`config.mk`:
```
export PLATFORM = sky130hd
export DESIGN_NAME = scl_clkgen
export DESIGN_NICKNAME = d
export VERILOG_FILES = /design/src/rtl/scl_gen_pkg.sv /design/src/rtl/scl_cfg_floor.sv /design/src/rtl/scl_phase_timer.sv /design/src/rtl/scl_clkgen.sv
export SDC_FILE = /design/constraint.sdc
export NUM_CORES = 1
export LEC_CHECK = 0
export ABC_CLOCK_PERIOD_IN_PS = 2400
export BUFFER_PORTS_ARGS = -buffer_cell sky130_fd_sc_hd__buf_2
export CAP_MARGIN = 20
export CORE_MARGIN = 2
export CORE_UTILIZATION = 49
export CTS_CLUSTER_SIZE = 14
export DETAILED_ROUTE_END_ITERATION = 16
export GPL_TIMING_DRIVEN = 0
export PLACE_DENSITY = 0.74
export RECOVER_POWER = 100
export SYNTH_ARGS = -nofsm -noshare
export SYNTH_HDL_FRONTEND = slang
export SYNTH_HIERARCHICAL = 1
export SYNTH_SLANG_ARGS = --single-unit
```
`constraint.sdc`:
```
create_clock -name clk_i -period 2.4 [get_ports clk_i]
set_input_delay 0.24 -clock clk_i [delete_from_list [all_inputs] [get_ports clk_i]]
set_output_delay 0.24 -clock clk_i [all_outputs]
set_load 0.005 [all_outputs]
```
`src/rtl/scl_gen_pkg.sv`:
```
package scl_gen_pkg;

    typedef enum logic [1:0] {
        PH_IDLE = 2'd0,
        PH_LOW  = 2'd1,
        PH_HIGH = 2'd2
    } phase_e;

    typedef struct packed {
        phase_e phase;
        logic   scl;
        logic   rise;
        logic   fall;
        logic   bit_done;
    } gen_state_t;

endpackage

```
`src/rtl/scl_cfg_floor.sv`:
```
module scl_cfg_floor #(
    parameter int W   = 8,
    parameter int MIN = 2
) (
    input  logic [W-1:0] cfg_i,
    output logic [W-1:0] lim_o
);
    localparam logic [W-1:0] FLOOR = W'(MIN);

    always_comb begin
        lim_o = (cfg_i < FLOOR) ? FLOOR : cfg_i;
    end

    always_comb begin
        a_r3_floor_applied : assert (lim_o >= FLOOR || $isunknown(cfg_i));
    end
endmodule

```
`src/rtl/scl_phase_timer.sv`:
```
module scl_phase_timer #(
    parameter int W = 8
) (
    input  logic         clk_i,
    input  logic         rst_ni,
    input  logic         clear_i,
    input  logic         load_i,
    input  logic [W-1:0] lim_i,
    output logic [W-1:0] cnt_o,
    output logic         done_o
);
    typedef struct packed {
        logic [W-1:0] cnt;
        logic [W-1:0] lim;
    } tmr_t;

    tmr_t tmr_d, tmr_q;

    always_comb begin
        tmr_d = tmr_q;
        if (clear_i) begin
            tmr_d.cnt = '0;
            tmr_d.lim = '0;
        end else if (load_i) begin
            tmr_d.cnt = '0;
            tmr_d.lim = lim_i;
        end else if (tmr_q.cnt != tmr_q.lim) begin
            tmr_d.cnt = tmr_q.cnt + 1'b1;
        end
    end

    always_ff @(posedge clk_i) begin
        if (!rst_ni) tmr_q <= '0;
        else         tmr_q <= tmr_d;
    end

    assign cnt_o  = tmr_q.cnt;
    assign done_o = (tmr_q.cnt == tmr_q.lim);

    // the phase length is frozen between loads
    a_r10_limit_frozen : assert property (@(posedge clk_i) disable iff (!rst_ni)
        (!load_i && !clear_i) |=> $stable(tmr_q.lim));

    // the count never passes the limit
    a_r1_count_bounded : assert property (@(posedge clk_i) disable iff (!rst_ni)
        tmr_q.cnt <= tmr_q.lim);
endmodule

```
`src/rtl/scl_clkgen.sv`:
```
module scl_clkgen
    import scl_gen_pkg::*;
#(
    parameter int CNT_W  = 8,
    parameter int HI_MIN = 2,
    parameter int LO_MIN = 4
) (
    input  logic             clk_i,
    input  logic             rst_ni,
    input  logic             en_i,
    input  logic [CNT_W-1:0] hi_cfg_i,
    input  logic [CNT_W-1:0] lo_cfg_i,
    output logic             scl_o,
    output logic             rise_o,
    output logic             fall_o,
    output logic             bit_done_o
);
    localparam logic [CNT_W-1:0] HI_FLOOR = CNT_W'(HI_MIN);
    localparam logic [CNT_W-1:0] LO_FLOOR = CNT_W'(LO_MIN);

    logic [CNT_W-1:0] hi_lim, lo_lim, tmr_lim, tmr_cnt;
    logic             tmr_done, tmr_load, tmr_clear, sel_hi;

    gen_state_t st_d, st_q;

    scl_cfg_floor #(.W(CNT_W), .MIN(HI_MIN)) u_hi_floor (
        .cfg_i (hi_cfg_i),
        .lim_o (hi_lim)
    );

    scl_cfg_floor #(.W(CNT_W), .MIN(LO_MIN)) u_lo_floor (
        .cfg_i (lo_cfg_i),
        .lim_o (lo_lim)
    );

    assign tmr_lim = sel_hi ? hi_lim : lo_lim;

    scl_phase_timer #(.W(CNT_W)) u_timer (
        .clk_i   (clk_i),
        .rst_ni  (rst_ni),
        .clear_i (tmr_clear),
        .load_i  (tmr_load),
        .lim_i   (tmr_lim),
        .cnt_o   (tmr_cnt),
        .done_o  (tmr_done)
    );

    always_comb begin
        st_d          = st_q;
        st_d.rise     = 1'b0;
        st_d.fall     = 1'b0;
        st_d.bit_done = 1'b0;
        tmr_load      = 1'b0;
        tmr_clear     = 1'b0;
        sel_hi        = 1'b0;
        if (!en_i) begin
            st_d.phase = PH_IDLE;
            st_d.scl   = 1'b1;
            st_d.rise  = !st_q.scl;
            tmr_clear  = 1'b1;
        end else begin
            unique case (st_q.phase)
                PH_IDLE: begin
                    st_d.phase = PH_LOW;
                    st_d.scl   = 1'b0;
                    st_d.fall  = st_q.scl;
                    tmr_load   = 1'b1;
                end
                PH_LOW: begin
                    if (tmr_done) begin
                        st_d.phase = PH_HIGH;
                        st_d.scl   = 1'b1;
                        st_d.rise  = 1'b1;
                        tmr_load   = 1'b1;
                        sel_hi     = 1'b1;
                    end
                end
                PH_HIGH: begin
                    if (tmr_done) begin
                        st_d.phase    = PH_LOW;
                        st_d.scl      = 1'b0;
                        st_d.fall     = 1'b1;
                        st_d.bit_done = 1'b1;
                        tmr_load      = 1'b1;
                    end
                end
                default: begin
                    st_d.phase = PH_IDLE;
                    st_d.scl   = 1'b1;
                    tmr_clear  = 1'b1;
                end
            endcase
        end
    end

    always_ff @(posedge clk_i) begin
        if (!rst_ni) begin
            st_q.phase    <= PH_IDLE;
            st_q.scl      <= 1'b1;
            st_q.rise     <= 1'b0;
            st_q.fall     <= 1'b0;
            st_q.bit_done <= 1'b0;
        end else begin
            st_q <= st_d;
        end
    end

    assign scl_o      = st_q.scl;
    assign rise_o     = st_q.rise;
    assign fall_o     = st_q.fall;
    assign bit_done_o = st_q.bit_done;

    // a clock with the enable low leaves the line high
    a_r5_idle_high : assert property (@(posedge clk_i) disable iff (!rst_ni)
        $past(!en_i) |-> (scl_o && !fall_o && !bit_done_o));

    // rise strobe marks a real 0-to-1 change
    a_r7_rise_edge : assert property (@(posedge clk_i) disable iff (!rst_ni)
        rise_o |-> (scl_o && !$past(scl_o)));

    // fall strobe marks a real 1-to-0 change
    a_r8_fall_edge : assert property (@(posedge clk_i) disable iff (!rst_ni)
        fall_o |-> (!scl_o && $past(scl_o)));

    // bit strobe only comes with a fall
    a_r9_bit_on_fall : assert property (@(posedge clk_i) disable iff (!rst_ni)
        bit_done_o |-> fall_o);

    // never both edges at once
    a_r8_one_edge : assert property (@(posedge clk_i) disable iff (!rst_ni)
        $onehot0({rise_o, fall_o}));

    // a high phase never ends before the floor count
    a_r3_high_floor : assert property (@(posedge clk_i) disable iff (!rst_ni)
        (st_q.phase == PH_HIGH && tmr_done) |-> (tmr_cnt >= HI_FLOOR));

    // a low phase never ends before the floor count
    a_r4_low_floor : assert property (@(posedge clk_i) disable iff (!rst_ni)
        (st_q.phase == PH_LOW && tmr_done) |-> (tmr_cnt >= LO_FLOOR));
endmodule

```
==> impl_metrics.toml, run 1 <==
[global_route]
gr-total-overflow = 0
grt_first_pass_wirelength_mm = 3.746
pin_count_of_the_biggest_net_entering_global_routing = 16
initial_antenna_violation_count = 0
grt_pass1_vias = 950
grtUsageTotal_pct = 17.54

[critical_path]
worst-endpoint-arrival_ns = 2.40
delay_of_the_slowest_cell_on_the_worst_path_ns = 0.39
timing_worst_setup_path_type = "reg -> reg"
crit_path_max_delay_cell_type = "sky130_fd_sc_hd__dfxtp_1"
kind_of_cell_with_the_highest_combined_delay_on_the_critical_path = "simple AND/OR/NAND/NOR gates"
critPathMaxFanout = 15
worstSetupEndpointType = "flip-flop"
crit_path_frequent_cell = "sky130_fd_sc_hd__a21oi_1"
cp_cell_instances = "xor2_1 -> nor4_2 -> and2_4 -> buf_6 -> a21oi_1 -> nor2_1 -> clkbuf_2 -> or2_2 -> a21oi_1"
cp.buffers_inverters = 2
worstPathRequired_ns = 2.59
worstSetupStartpointType = "flip-flop"

[cts]
depth_of_the_cts_h_tree = 1
clkTransAtPathRegs_ns = 0.13
tritoncts = "yes"
worst_skew_pair_later_pin_latency_ns = 0.30
post-cts-setup-buffers = 0
max-clock-path-buffers = 2
cts-buffers-inserted = 3
sinks_on_clock_net = 22
cts.root.buffer_cell = "sky130_fd_sc_hd__clkbuf_4"

[sta]
report.final.slew_viol_count = 0
period_minus_slack_ns = 2.217
grt_setup_unrepaired = "false"
fin_ws_ns = 0.1831
setup_viol = 0
fin_crit_sh_pct = 92.37
worst_slew_margin_pct = 77.01
finalHoldViolCount = 0
worst-slew-pin-transition_ns = 0.3420
hold_ws_ns = 0.1568
setup-tns-final_ns = 0
fin_skew_ns = 0.01592
fmaxAchievable_mhz = 451.1

[layout]
fillers = 238
layout-drive-gt1-share_pct = 25.15
layout.nets = 192
areaGrowthSynthToFinish_pct = 16.65
antenna_cells = 0
utilization_pct = 59.63

[placement]
gp_routability_congestion = 0.8092
place_worst_setup_slack_ns = -0.3764
port_buffers = 22
detailedPlacementHpwl_mm = 1.866

[floorplanning]
dieHeight_um = 54.61
rows = 18
num_io_pins = 23
core-area_um2 = 2455
die_area_um2 = 2982
floorplan.die.width_um = 54.61
initial_core_util_pct = 51.12

[route]
totalWireLength_mm = 2.363
drt_first_iter_violations = 17
wire_per_inst_um = 11.99
post_dr_vias_cell = 5.249
remaining_drc_errors = 0
dr.pass1.iters = 4
routed_antenna_nets = 0
route.vias.total = 1034

[yosys]
syn_nets = 166
synth_area_per_cell_um2 = 8.838
syn-instance-count = 142
yosysWarningCount = 6
post_synth_instance_area_um2 = 1255

[status]
outcome = "complete, no violations"

[worst_hold_path]
timing.hold.worst.class = "in -> reg"

[power_and_ir_drop]
ir_drop_v = 0.0004400
power.leakage_nw = 0.6337
power.total_mw = 0.8319
power.density_cell_area_nw_per_um2 = 568.3

[run]
cap_violations = 0
## repair_timing
action,CTS,global route
endpoints found under the setup margin,16,0
hold buffers,0,0
gates resized for setup,3,0
## worst paths after layout
kind / slack [ns] / cells past startpoint / endpoint / from
setup / recovery: 0.18 / 9 / u_timer/cnt_o[4] / u_timer/cnt_o[1]
hold / removal: 0.16 / 2 / scl_o / rst_ni
setup reg to reg: 0.18 / 9 / u_timer/cnt_o[4] / u_timer/cnt_o[1]
hold reg to reg: 0.50 / 2 / fall_o / scl_o
## state kept, by name, summed over array words and instances, names as in the netlist
register       cells
rise_o             1
bit_done_o         1
st_q               2
u_timer/cnt_o      8
fall_o             1
u_timer/tmr_q      8
scl_o              1
## layer usage
metal  part of all wire [%]  global-route usage [%]  vias up
met5                      0                       0        -
met4                   0.85                   7.500        0
met3                    5.1                   2.459        2
met2                     48                   32.34       28
met1                     46                   19.76      471
li1                       -                       -      533
## area by class of cell
type                            instances  area [um2]  area share (%)
Buffer                                 14       61.31           4.188
Clock buffer                            3       22.52           1.538
Clock inverter                          1       30.03           2.051
Inverter                                3       11.26          0.7692
Multi-Input combinational cell        102       752.0           51.37
Sequential cell                        22       440.4           30.09
Tap cell                               30       37.54           2.564
Timing Repair Buffer                   22       108.9           7.436
## cell usage in the layout (no fill, tap or decap), types with 2 or more instances in the layout
master and n:
sky130_fd_sc_hd__nor4_2 4, sky130_fd_sc_hd__clkbuf_1 13, sky130_fd_sc_hd__mux2_2 8, sky130_fd_sc_hd__a21boi_0 4, sky130_fd_sc_hd__xnor2_1 2, sky130_fd_sc_hd__or3_1 3
sky130_fd_sc_hd__dfxtp_1 22, sky130_fd_sc_hd__a21o_1 2, sky130_fd_sc_hd__xor2_1 9, sky130_fd_sc_hd__nand3_1 4, sky130_fd_sc_hd__ha_1 5, sky130_fd_sc_hd__a21oi_1 7
sky130_fd_sc_hd__inv_1 3, sky130_fd_sc_hd__o21ai_0 4, sky130_fd_sc_hd__o32ai_1 2, sky130_fd_sc_hd__buf_2 21, sky130_fd_sc_hd__nor2_1 18, sky130_fd_sc_hd__mux2i_1 9
sky130_fd_sc_hd__clkbuf_4 3, sky130_fd_sc_hd__nand2_1 6
## stage by stage
| stage | cell area [um2] | cells |
|---|---|---|
| floorplan | 1255 | 142 |
| global placement | 1403 | 194 |
| detailed placement | 1403 | 194 |
| CTS | 1465 | 197 |
| global route | 1464 | 197 |
| finish | 1464 | 197 |
## where the power goes
group	internal (mW)	switching, mW	total, mW
combinational	0.0830	0.0846	0.168
sequential	0.378	0.0102	0.388
clock	0.169	0.108	0.276
(Power assumes the default switching activity.)
==> inputs of run 2 (changes only) <==
- CORE_UTILIZATION: 49 -> 50
- CTS_BUF_LIST: not set -> sky130_fd_sc_hd__clkbuf_8
- PLACE_DENSITY: 0.74 -> 0.75
==> run 2 against run 1 <==
Effect of this change:
- combinational power rose by 2%
- cell area rose by 0.77%
- worst hold slack improved by 0.052 ns
- sequential power barely moved
- flip-flop and latch count did not move
- die area fell by 1.8%
- critical path depth did not move
- critical endpoint is now u_timer/cnt_o[5]
- largest power group unchanged
==> impl_metrics.toml, run 2 (synthesized netlist as in run 1, its figures left out) <==
[global_route]
grtUsageTotal_pct = 18.54
pin_count_of_the_biggest_net_entering_global_routing = 16
gr-total-overflow = 0
initial_antenna_violation_count = 0
grt_first_pass_wirelength_mm = 3.926
grt_pass1_vias = 982

[floorplanning]
die_area_um2 = 2927
dieHeight_um = 54.10
initial_core_util_pct = 51.59
rows = 18
core-area_um2 = 2432
num_io_pins = 23
floorplan.die.width_um = 54.10

[sta]
hold_ws_ns = 0.2083
setup_viol = 0
fmaxAchievable_mhz = 461.4
report.final.slew_viol_count = 0
fin_skew_ns = 0.002645
setup-tns-final_ns = 0
grt_setup_unrepaired = "false"
period_minus_slack_ns = 2.167
fin_crit_sh_pct = 90.31
finalHoldViolCount = 0
worst_slew_margin_pct = 73.70
worst-slew-pin-transition_ns = 0.3912

[route]
route.vias.total = 1026
drt_first_iter_violations = 18
wl_met1_mm = 1.126
totalWireLength_mm = 2.354
remaining_drc_errors = 0
route.top_layer_used = "met4"
wire_per_inst_um = 11.95
dr_wl_met2_mm = 1.068
post_dr_vias_cell = 5.208
routed_antenna_nets = 0
dr.pass1.iters = 4
detailroute.wirelength.met3_um = 125

[critical_path]
critPathMaxFanout = 15
worstSetupStartpointType = "flip-flop"
timing_worst_setup_path_type = "reg -> reg"
worstSetupEndpointType = "flip-flop"
delay_of_the_slowest_cell_on_the_worst_path_ns = 0.46
worst-endpoint-arrival_ns = 2.31
crit_path_max_delay_cell_type = "sky130_fd_sc_hd__dfxtp_1"
setup.worst_path.start = "u_timer/cnt_o[0]"
worstPathRequired_ns = 2.55
crit_path_frequent_cell = "sky130_fd_sc_hd__a21oi_1"
cp_cell_instances = "xor2_1 -> nor4_4 -> and2_4 -> buf_6 -> a21oi_1 -> nor2_1 -> buf_2 -> or2_2 -> a21oi_1"
rr_startpoint = "u_timer/cnt_o[0]"

[cts]
sinks_on_clock_net = 22
cts-buffers-inserted = 3
cts.root.buffer_cell = "sky130_fd_sc_hd__clkbuf_8"
tritoncts = "yes"
worst_skew_pair_later_pin_latency_ns = 0.26
post_cts_hold_buffer_count = 0
post-cts-setup-buffers = 0
clkTransAtPathRegs_ns = 0.08
max-clock-path-buffers = 2
depth_of_the_cts_h_tree = 1

[layout]
utilization_pct = 60.65
mostFrequentLayoutCells = "22 x sky130_fd_sc_hd__dfxtp_1, 22 x sky130_fd_sc_hd__buf_2, 18 x sky130_fd_sc_hd__nor2_1"
antenna_cells = 0
layout.nets = 192
areaGrowthSynthToFinish_pct = 17.55
layout-drive-gt1-share_pct = 25.15

[run]
cap_violations = 0

[placement]
port_buffers = 22
gp_routability_congestion = 0.8594
detailedPlacementHpwl_mm = 1.854

[status]
outcome = "complete, no violations"

[worst_hold_path]
holdCritStartpoint = "rst_ni"
timing.hold.worst.class = "in -> reg"

[power_and_ir_drop]
power.total_mw = 0.8207
power.density_cell_area_nw_per_um2 = 556.4
power.leakage_nw = 0.6389
ir_drop_v = 0.0004360
[run 2: changes by cell type in the layout (fill, tap and decap cells not counted), sizes merged]
cell,delta
buf,+1
bufinv,-1
[run 2: final cells by class]
class | count | area [um2]
multi-input combinational | 102 | 760.7
inverter | 3 | 11.26
fill | 212 | 957.2
buffer | 14 | 61.31
sequential | 22 | 440.4
tap | 30 | 37.54
timing repair buffer | 22 | 108.9
clock buffer | 4 | 55.05
[run 2: critical path: cells and delay by family, from the launching register on]
| family | cells | cell delay [ns] |
|---|---|---|
| xor+xnor | 1 | 0.15 |
| flops | 1 | 0.46 |
| compound gates | 2 | 0.15 |
| buf+inv | 2 | 0.40 |
| simple gates | 4 | 0.88 |
[run 2: report_power, final]
| group | switching, mW | total (mW) | internal (mW) |
|---|---|---|---|
| logic | 0.0868 | 0.172 | 0.0855 |
| clock network | 0.115 | 0.261 | 0.146 |
| registers | 0.00989 | 0.387 | 0.377 |
[run 2: worst paths after layout]
check | endpoint | slack (ns) | depth (start not counted)
min reg2reg | fall_o | 0.50 | 2
max | u_timer/cnt_o[5] | 0.23 | 9
min | scl_o | 0.21 | 2
max reg2reg | u_timer/cnt_o[5] | 0.23 | 9
[run 2: per-layer routing]
metal	GRT usage [%]	vias to the layer above
met4	7.500	0
met5	0	-
met1	21.34	466
li1	-	533
met3	3.333	4
met2	33.54	23
[run 2: per-stage QoR]
stage | cells | worst slack, ns | instance area [um2]
floorplan | 142 | 0.03818 | 1255
global placement | 194 | -0.3261 | 1403
detailed placement | 194 | -0.4477 | 1403
CTS | 197 | 0.1327 | 1468
global route | 197 | 0.03013 | 1475
finish | 197 | 0.2327 | 1475
[run 2: repair_timing]
item	4_1_cts	5_1_grt
resized for setup	3	2
setup endpoints to repair	16	14
pin swaps	0	0
